===== src/rtl/adc_ilv_pkg.sv =====
package adc_ilv_pkg;
  typedef enum logic [1:0] {
    FILL_EMPTY,
    FILL_ONE,
    FILL_TWO,
    FILL_FULL
  } fill_state_e;
endpackage


===== src/rtl/adc_ilv_lane.sv =====
// One converter: A on rising edge, B on falling edge, both aligned to rising edge.
module adc_ilv_lane #(
  parameter int SAMPLE_W = 8
) (
  input  logic                clk_i,
  input  logic                rst_ni,
  input  logic [SAMPLE_W-1:0] a_i,
  input  logic [SAMPLE_W-1:0] b_i,
  output logic [SAMPLE_W-1:0] a_o,
  output logic [SAMPLE_W-1:0] b_o
);
  logic [SAMPLE_W-1:0] a_q, a_r, b_q, b_r;

  always_ff @(posedge clk_i or negedge rst_ni) begin
    if (!rst_ni) begin
      a_q <= '0;
      a_r <= '0;
      b_r <= '0;
    end else begin
      a_q <= a_i;
      a_r <= a_q;  // delay A to meet B of the same period
      b_r <= b_q;
    end
  end

  always_ff @(negedge clk_i or negedge rst_ni) begin
    if (!rst_ni) b_q <= '0;
    else         b_q <= b_i;
  end

  assign a_o = a_r;
  assign b_o = b_r;
endmodule


===== src/rtl/adc_ilv_fill.sv =====
module adc_ilv_fill
  import adc_ilv_pkg::*;
(
  input  logic clk_i,
  input  logic rst_ni,
  output logic valid_o
);
  fill_state_e state_q;

  always_ff @(posedge clk_i or negedge rst_ni) begin
    if (!rst_ni) state_q <= FILL_EMPTY;
    else begin
      case (state_q)
        FILL_EMPTY: state_q <= FILL_ONE;
        FILL_ONE:   state_q <= FILL_TWO;
        default:    state_q <= FILL_FULL;
      endcase
    end
  end

  assign valid_o = (state_q == FILL_FULL);

  assert_valid_sticky_R5: assert property (@(posedge clk_i) disable iff (!rst_ni)
    valid_o |=> valid_o);

  assert_valid_after_history_R6: assert property (@(posedge clk_i) disable iff (!rst_ni)
    $rose(valid_o) |-> $past(rst_ni, 3));
endmodule


===== src/rtl/adc_ilv_merge.sv =====
// Orders one period: all A lanes by converter, then all B lanes by converter.
module adc_ilv_merge #(
  parameter int SAMPLE_W = 8,
  parameter int NUM_CONV = 2
) (
  input  logic                           clk_i,
  input  logic                           rst_ni,
  input  logic [NUM_CONV*SAMPLE_W-1:0]   a_i,
  input  logic [NUM_CONV*SAMPLE_W-1:0]   b_i,
  output logic [2*NUM_CONV*SAMPLE_W-1:0] data_o
);
  localparam int HALF_W = NUM_CONV * SAMPLE_W;

  logic [2*HALF_W-1:0] word_q;

  always_ff @(posedge clk_i or negedge rst_ni) begin
    if (!rst_ni) word_q <= '0;
    else begin
      word_q[HALF_W-1:0]        <= a_i;
      word_q[2*HALF_W-1:HALF_W] <= b_i;
    end
  end

  assign data_o = word_q;
endmodule


===== src/rtl/adc_ilv_capture.sv =====
module adc_ilv_capture #(
  parameter int SAMPLE_W = 8,
  parameter int NUM_CONV = 2
) (
  input  logic                           clk_i,
  input  logic                           rst_ni,
  input  logic [NUM_CONV*SAMPLE_W-1:0]   conv_a_i,
  input  logic [NUM_CONV*SAMPLE_W-1:0]   conv_b_i,
  output logic [2*NUM_CONV*SAMPLE_W-1:0] data_o,
  output logic                           valid_o
);
  localparam int HALF_W = NUM_CONV * SAMPLE_W;

  logic [HALF_W-1:0] a_al, b_al;

  for (genvar k = 0; k < NUM_CONV; k++) begin : g_lane
    adc_ilv_lane #(.SAMPLE_W(SAMPLE_W)) u_lane (
      .clk_i (clk_i),
      .rst_ni(rst_ni),
      .a_i   (conv_a_i[k*SAMPLE_W +: SAMPLE_W]),
      .b_i   (conv_b_i[k*SAMPLE_W +: SAMPLE_W]),
      .a_o   (a_al[k*SAMPLE_W +: SAMPLE_W]),
      .b_o   (b_al[k*SAMPLE_W +: SAMPLE_W])
    );
  end

  adc_ilv_merge #(.SAMPLE_W(SAMPLE_W), .NUM_CONV(NUM_CONV)) u_merge (
    .clk_i (clk_i),
    .rst_ni(rst_ni),
    .a_i   (a_al),
    .b_i   (b_al),
    .data_o(data_o)
  );

  adc_ilv_fill u_fill (
    .clk_i  (clk_i),
    .rst_ni (rst_ni),
    .valid_o(valid_o)
  );

  // A lanes carry the values seen at the rising edge three edges back
  assert_a_lanes_R2: assert property (@(posedge clk_i) disable iff (!rst_ni)
    valid_o |-> (data_o[HALF_W-1:0] == $past(conv_a_i, 3)));

  // B lanes carry the values seen at the falling edge two falling edges back
  assert_b_lanes_R3: assert property (@(negedge clk_i) disable iff (!rst_ni)
    valid_o |-> (data_o[2*HALF_W-1:HALF_W] == $past(conv_b_i, 2)));
endmodule


===== config.mk =====
export PLATFORM = sky130hd
export DESIGN_NAME = adc_ilv_capture
export DESIGN_NICKNAME = d
export VERILOG_FILES = /design/src/rtl/adc_ilv_pkg.sv /design/src/rtl/adc_ilv_lane.sv /design/src/rtl/adc_ilv_fill.sv /design/src/rtl/adc_ilv_merge.sv /design/src/rtl/adc_ilv_capture.sv
export SDC_FILE = /design/constraint.sdc
export NUM_CORES = 1
export LEC_CHECK = 0
export BUFFER_PORTS_ARGS = -buffer_cell sky130_fd_sc_hd__buf_2
export CAP_MARGIN = 20
export CORE_MARGIN = 4
export CORE_UTILIZATION = 30
export DETAILED_ROUTE_END_ITERATION = 16
export SETUP_SLACK_MARGIN = 0.1
export SLEW_MARGIN = 20
export SYNTH_ARGS = -nofsm -noshare
export SYNTH_HDL_FRONTEND = slang
export SYNTH_HIERARCHICAL = 1
export SYNTH_SLANG_ARGS = --single-unit

===== constraint.sdc =====
create_clock -name clk_i -period 1.7 [get_ports clk_i]
set_input_delay 0.34 -clock clk_i [delete_from_list [all_inputs] [get_ports clk_i]]
set_output_delay 0.34 -clock clk_i [all_outputs]
set_load 0.02 [all_outputs]

==> results of run 1 <==
==> sequential cells by signal, summed over array words and instances, names as in the netlist <==
name / count
g_lane.u_lane/a_o: 16
g_lane.u_lane/a_q: 16
g_lane.u_lane/b_o: 16
g_lane.u_lane/b_q: 16
u_fill/state_q: 2
u_merge/data_o: 32
==> worst min path at each step <==
stage	from	endpoint	slack [ns]	depth (start not counted)
global route	conv_a_i[13]	g_lane[1].u_lane/a_q[5]	0.05	1
floorplan	rst_ni	g_lane[0].u_lane/a_o[0]	0.04	0
global placement	rst_ni	u_merge/data_o[16]	0.31	1
CTS	conv_a_i[13]	g_lane[1].u_lane/a_q[5]	0.06	1
detailed placement	rst_ni	u_merge/data_o[16]	0.32	1
finish	conv_a_i[13]	g_lane[1].u_lane/a_q[5]	0.08	1
==> per-stage QoR <==
step                setup slack [ns]  cells  power [mW]  area, um^2  hold slack (ns)
global placement               0.257    276        2.71        2990            0.313
global route                   0.233    293        4.36        3200           0.0500
detailed placement             0.250    276        2.71        2990            0.322
CTS                            0.255    293        4.25        3200           0.0589
finish                         0.288    293        4.16        3200           0.0835
floorplan                      0.366    101        2.57        2470           0.0444
==> per-layer routing <==
metal | up-vias | share of wire | GRT usage
li1 | 478 | - | -
met1 | 542 | 0.40 | 0.107
met2 | 49 | 0.49 | 0.133
met3 | 9 | 0.091 | 0.0453
met4 | 0 | 0.019 | 0.0378
met5 | - | 0 | 0
==> power by group through the flow <==
stage          Combinational (mW)  Clock (mW)  Sequential (mW)
3_5_place_dp                0.193           0             2.52
4_1_cts                     0.198        1.57             2.48
6_report                    0.189        1.50             2.47
5_1_grt                     0.211        1.67             2.49
2_1_floorplan       0.00000000341           0             2.57
3_3_place_gp                0.190           0             2.52
==> cell type report <==
| class | count | area (um^2) | area share |
|---|---|---|---|
| Sequential cell | 98 | 2450 | 0.765 |
| Timing Repair Buffer | 74 | 395 | 0.123 |
| Clock buffer | 10 | 138 | 0.0430 |
| Tap cell | 102 | 128 | 0.0398 |
| Clock inverter | 6 | 71.3 | 0.0223 |
| Multi-Input combinational cell | 3 | 20.0 | 0.00625 |
==> logic make-up after synthesis <==
group,Yosys count
flip-flops,98
AND/OR/NAND/NOR,3
==> cell usage in the layout, fill, tap and decap left out <==
cell type	count
sky130_fd_sc_hd__clkinv_4	1
sky130_fd_sc_hd__clkbuf_8	10
sky130_fd_sc_hd__dfrtp_1	82
sky130_fd_sc_hd__or2_1	1
sky130_fd_sc_hd__dlygate4sd3_1	1
sky130_fd_sc_hd__inv_6	2
sky130_fd_sc_hd__dfrtn_1	16
sky130_fd_sc_hd__bufinv_16	1
sky130_fd_sc_hd__clkinvlp_4	2
sky130_fd_sc_hd__buf_2	65
sky130_fd_sc_hd__buf_4	8
sky130_fd_sc_hd__and2_2	1
sky130_fd_sc_hd__nand2b_1	1
==> timing repair <==
action / in CTS / in global routing
hold buffers: 1 / 0
gates resized for setup: 0 / 0
endpoints found under the hold margin: 11 / 0
==> impl_metrics.json, run 1 <==
{
  "outcome": "finished clean",
  "drt-total-wl_um": 3840,
  "worst_setup_path_endpoint": "valid_o",
  "detail_route_antenna_nets": 0,
  "die_area_um2": 9760,
  "worst_ep_arrival_time_ns": 1.07,
  "synth-seq-cells": 98,
  "cp.buffers_inverters": 1,
  "synth_warnings": 6,
  "synth_top_family_by_area": "simple AND/OR/NAND/NOR gates",
  "dieWidth_um": 98.8,
  "synth_sequential_area_ratio": 0.992,
  "synthSimpleGateAreaFrac": 0.00810,
  "comb_power_share": 0.045,
  "timing.critical_path.slowest_cell_delay_ns": 0.39,
  "post-synth-top-count-cell": "sky130_fd_sc_hd__dfrtp_1",
  "worstSetupPathDepth": 2,
  "port-buffer-count": 66,
  "cts.sink_count": 98,
  "power.static_leakage_nw": 1.54,
  "placementRows": 32,
  "cts-buffers-inserted": 9,
  "power.ir.vdd_worst_mv": 0.457,
  "drc": 0,
  "initial_antenna_violation_count": 0,
  "hold_violations": 0,
  "setup-tns-final_ns": 0,
  "postCtsSetupRepairBufs": 0,
  "timing.critical_path.cells": "and2_2 -> buf_2",
  "critical_path.slowest_cell": "sky130_fd_sc_hd__dfrtp_1",
  "wire_per_inst_um": 13.1,
  "grt_max_degree": 25,
  "synth_adder_area_share": 0,
  "reg2reg_to": "g_lane[0].u_lane/b_o[3]",
  "skew_ns": 0.0171,
  "core_um2": 7890,
  "globalRoute.totalOverflow": 0,
  "power_per_cell_area_nw_per_um2": 1300,
  "number_of_synthesized_flops_with_an_enable_pin": 0,
  "worstHoldPathType": "input port to flip-flop",
  "cts_max_level": 3,
  "finalSetupViolations": 0,
  "worst-path-max-fanout": 3,
  "drt_pass1_iterations": 2,
  "total_switching_power_mw": 0.918,
  "initial_utilization": 0.313,
  "drv.max_cap_violation_count": 0,
  "startpoint_type": "flip-flop",
  "fillers": 723,
  "portion_of_total_power_attributed_to_the_clock_network": 0.360,
  "ys_dominant_reg_cell": "sky130_fd_sc_hd__dfrtp_1",
  "grt_pass1_vias": 1256,
  "critical_path.reg2reg.startpoint": "g_lane[0].u_lane/b_q[3]",
  "detailed_placement_hpwl_um": 2550,
  "power.internal_mw": 3.24,
  "grt_first_pass_wirelength_um": 6310,
  "power.share.switching": 0.221,
  "postLayoutCoreUtil": 0.406,
  "synth-compound-area-share": 0,
  "post_synth_mux_area_share": 0,
  "worst-r2r-cell-count": 0,
  "tightest_slew_ns": 0.615,
  "library_cell_with_the_largest_summed_area_after_synthesis": "sky130_fd_sc_hd__dfrtp_1",
  "finalCriticalPeriod_ns": 1.41,
  "place.gp.congestion": 0.653,
  "rsz0062_at_grt": "false",
  "post_synth_instance_area_um2": 2470,
  "final_nets": 220,
  "routed_via_density": 3.68,
  "endpoint_kind": "output port",
  "drt-initial-drc-count": 23,
  "synth_xor_area_frac": 0,
  "worst_skew_pair.late_latency_ns": 0.35,
  "grtUsageTotal": 0.0886,
  "area_growth_syn_to_layout_pct": 29.6,
  "pin_count": 67,
  "syn_avg_cell_area_um2": 24.5,
  "final_worst_path_cycle_share": 0.831,
  "top_area_cell_type_share_of_the_netlist_area": 0.830,
  "report.final.slew_viol_count": 0,
  "synthesized_instance_count": 101,
  "root_buffer_cell": "sky130_fd_sc_hd__clkbuf_8",
  "ys_async_rst_share": 1.00,
  "setup.worst_path.class": "flip-flop to output port",
  "worst_ep_required_time_ns": 1.36,
  "cp_top_family": "flip-flops",
  "drive_gt1_frac": 0.471,
  "post_synth_most_frequent_cells": "82 x sky130_fd_sc_hd__dfrtp_1, 16 x sky130_fd_sc_hd__dfrtn_1, 1 x sky130_fd_sc_hd__and2_2, 1 x sky130_fd_sc_hd__nand2b_1, 1 x sky130_fd_sc_hd__or2_1",
  "sequentialPowerShare": 0.594,
  "rrSetupSlack_ns": 0.40,
  "ranking_of_synthesized_cells_by_area": "sky130_fd_sc_hd__dfrtp_1 83%, sky130_fd_sc_hd__dfrtn_1 16%, sky130_fd_sc_hd__and2_2 0.30%",
  "max_clock_freq_mhz": 708,
  "routed_via_count": 1078,
  "clk_pin_slew_worst_paths_ns": 0.10,
  "critPathLaunch": "u_fill/state_q[1]",
  "cts_max_path_buffers": 2,
  "timing.max_slew.rel_slack": 0.589,
  "yosysUniqueCellTypes": 5,
  "cts_tree": "built",
  "synthesis.nets": 135,
  "die_height_um": 98.8,
  "insertedDiodeCount": 0
}
(Power assumes the default switching activity.)
==> run 2, diff against run 1 <==
clock period = 1.2 ns   (was 1.7 ns; I/O delays follow)
==> run 2 against run 1 <==
The run now ends with hold timing, setup timing left. Count of clock-buffer cells in the layout is 1 lower. Sequential share of layout area is 8.3 points lower. Final area is 12% higher. Critical path type unchanged. Critical endpoint unchanged. Highest routed layer unchanged.
==> impl_metrics.json, run 2 (synthesis gave the netlist of run 1 again) <==
{
  "drt_pass1_iterations": 3,
  "root_buffer_cell": "sky130_fd_sc_hd__clkbuf_8",
  "skew_ns": 0.0155,
  "finish.instance_area_um2": 3590,
  "detailed_placement_hpwl_um": 2470,
  "area_growth_syn_to_layout_pct": 45.4,
  "final_worst_path_cycle_share": 1.06,
  "rsz0062_at_grt": "true",
  "worst-path-max-fanout": 3,
  "max_clock_freq_mhz": 789,
  "detail_route_antenna_nets": 0,
  "globalRoute.totalOverflow": 0,
  "dr_wl_met3_um": 282,
  "port-buffer-count": 66,
  "drv.max_cap_violation_count": 0,
  "drt-initial-drc-count": 18,
  "fillers": 697,
  "final_cell_mix": "82 x sky130_fd_sc_hd__dfrtp_1, 33 x sky130_fd_sc_hd__buf_6, 32 x sky130_fd_sc_hd__buf_2",
  "initial_utilization": 0.313,
  "worst_ep_required_time_ns": 0.96,
  "cts-buffers-inserted": 9,
  "die_height_um": 98.8,
  "endpoint_kind": "output port",
  "cts.sink_count": 98,
  "final_nets": 235,
  "routed_via_density": 3.70,
  "grt_first_pass_wirelength_um": 6510,
  "grtUsageTotal": 0.0897,
  "worst_skew_pair.late_latency_ns": 0.35,
  "startpoint_type": "flip-flop",
  "grt_max_degree": 35,
  "die_area_um2": 9760,
  "setup-tns-final_ns": -0.0673,
  "cts_tree": "built",
  "tightest_slew_ns": 0.203,
  "dieWidth_um": 98.8,
  "routedLengthMet1_um": 1650,
  "drc": 0,
  "routed_via_count": 1139,
  "report.final.slew_viol_count": 0,
  "drive_gt1_frac": 0.432,
  "initial_antenna_violation_count": 0,
  "routed-wl-met2_um": 2040,
  "postLayoutCoreUtil": 0.456,
  "postLayoutSetupSlackWorst_ns": -0.0673,
  "finalSetupViolations": 1,
  "outcome": "complete, but fails checks",
  "dpl_cell_area_um2": 3000,
  "worstHoldPathType": "input port to async pin",
  "violated_checks": "hold timing, setup timing",
  "routed.top_layer": "met4",
  "cts_max_path_buffers": 2,
  "wire_per_inst_um": 13.2,
  "final_common_cell": "sky130_fd_sc_hd__dfrtp_1",
  "power.static_leakage_nw": 1.69,
  "pin_count": 67,
  "grt_pass1_vias": 1307,
  "setup.worst_path.class": "flip-flop to output port",
  "core_um2": 7890,
  "place.gp.congestion": 0.651,
  "power.ir.vdd_worst_mv": 0.621,
  "drt-total-wl_um": 4060,
  "insertedDiodeCount": 0,
  "placementRows": 32,
  "finalCriticalPeriod_ns": 1.27,
  "worst_ep_arrival_time_ns": 1.03,
  "cts_max_level": 3,
  "place_ws_ns": 0.0982,
  "fin_worst_hold_slack_ns": -0.153,
  "timing.max_slew.rel_slack": 0.864,
  "largest_reg_flops": 32,
  "clk_pin_slew_worst_paths_ns": 0.09,
  "power_per_cell_area_nw_per_um2": 1660,
  "hold_violations": 27
}
## run 2: changes by cell type in the layout (fill, tap and decap cells not counted), moves of 3 or more
cell	before	now
sky130_fd_sc_hd__buf_4	8	4
sky130_fd_sc_hd__buf_12	0	3
sky130_fd_sc_hd__buf_6	0	33
sky130_fd_sc_hd__dlygate4sd3_1	1	17
sky130_fd_sc_hd__buf_2	65	32
## run 2: critical path: stages (launching register included)
cell	delay, ns
sky130_fd_sc_hd__dfrtp_1	0.40
sky130_fd_sc_hd__and2_4	0.16
sky130_fd_sc_hd__buf_6	0.12
## run 2: layer usage
metal	vias up	track usage
met1	570	0.103
met2	49	0.143
li1	508	-
met4	0	0.0567
met5	-	0
met3	12	0.0311
## run 2: worst paths after layout
path	from	endpoint	slack (ns)	depth (start not counted)
hold / removal	rst_ni	g_lane[0].u_lane/a_o[2]	-0.15	2
min in group clk_i	g_lane[0].u_lane/b_o[0]	u_merge/data_o[16]	0.35	0
setup / recovery	u_fill/state_q[1]	valid_o	-0.07	2
setup reg to reg	g_lane[1].u_lane/b_q[6]	g_lane[1].u_lane/b_o[6]	0.15	0
max in group asynchronous	rst_ni	u_merge/data_o[6]	0.39	4
hold reg to reg	g_lane[0].u_lane/b_o[0]	u_merge/data_o[16]	0.35	0
## run 2: repair_timing
| action | CTS | global route |
|---|---|---|
| endpoints found under the setup margin | 33 | 33 |
| endpoints found under the hold margin | 63 | 47 |
| setup buffers | 0 | 0 |
| hold buffers | 16 | 2 |
| gates resized for setup | 67 | 0 |
## run 2: power breakdown
group,switching [mW],internal (mW),leakage [nW]
logic,0.187,0.202,0.450
registers,0.0523,3.47,1.14
clock network,1.09,0.980,0.100
## run 2: final cells by class
cell class / instances / area, um^2 / area share
clock buffer: 9 / 124 / 0.0345
clock inverter: 7 / 77.6 / 0.0216
multi-input combinational: 3 / 21.3 / 0.00592
sequential: 98 / 2450 / 0.682
tap: 102 / 128 / 0.0355
timing repair buffer: 89 / 792 / 0.220
## run 2: through the flow
stage                     cells  total power, mW
after global routing        308             6.26
after floorplan             101             3.64
after global placement      274             3.84
after CTS                   306             6.08
after detailed placement    274             3.85
final                       308             5.98
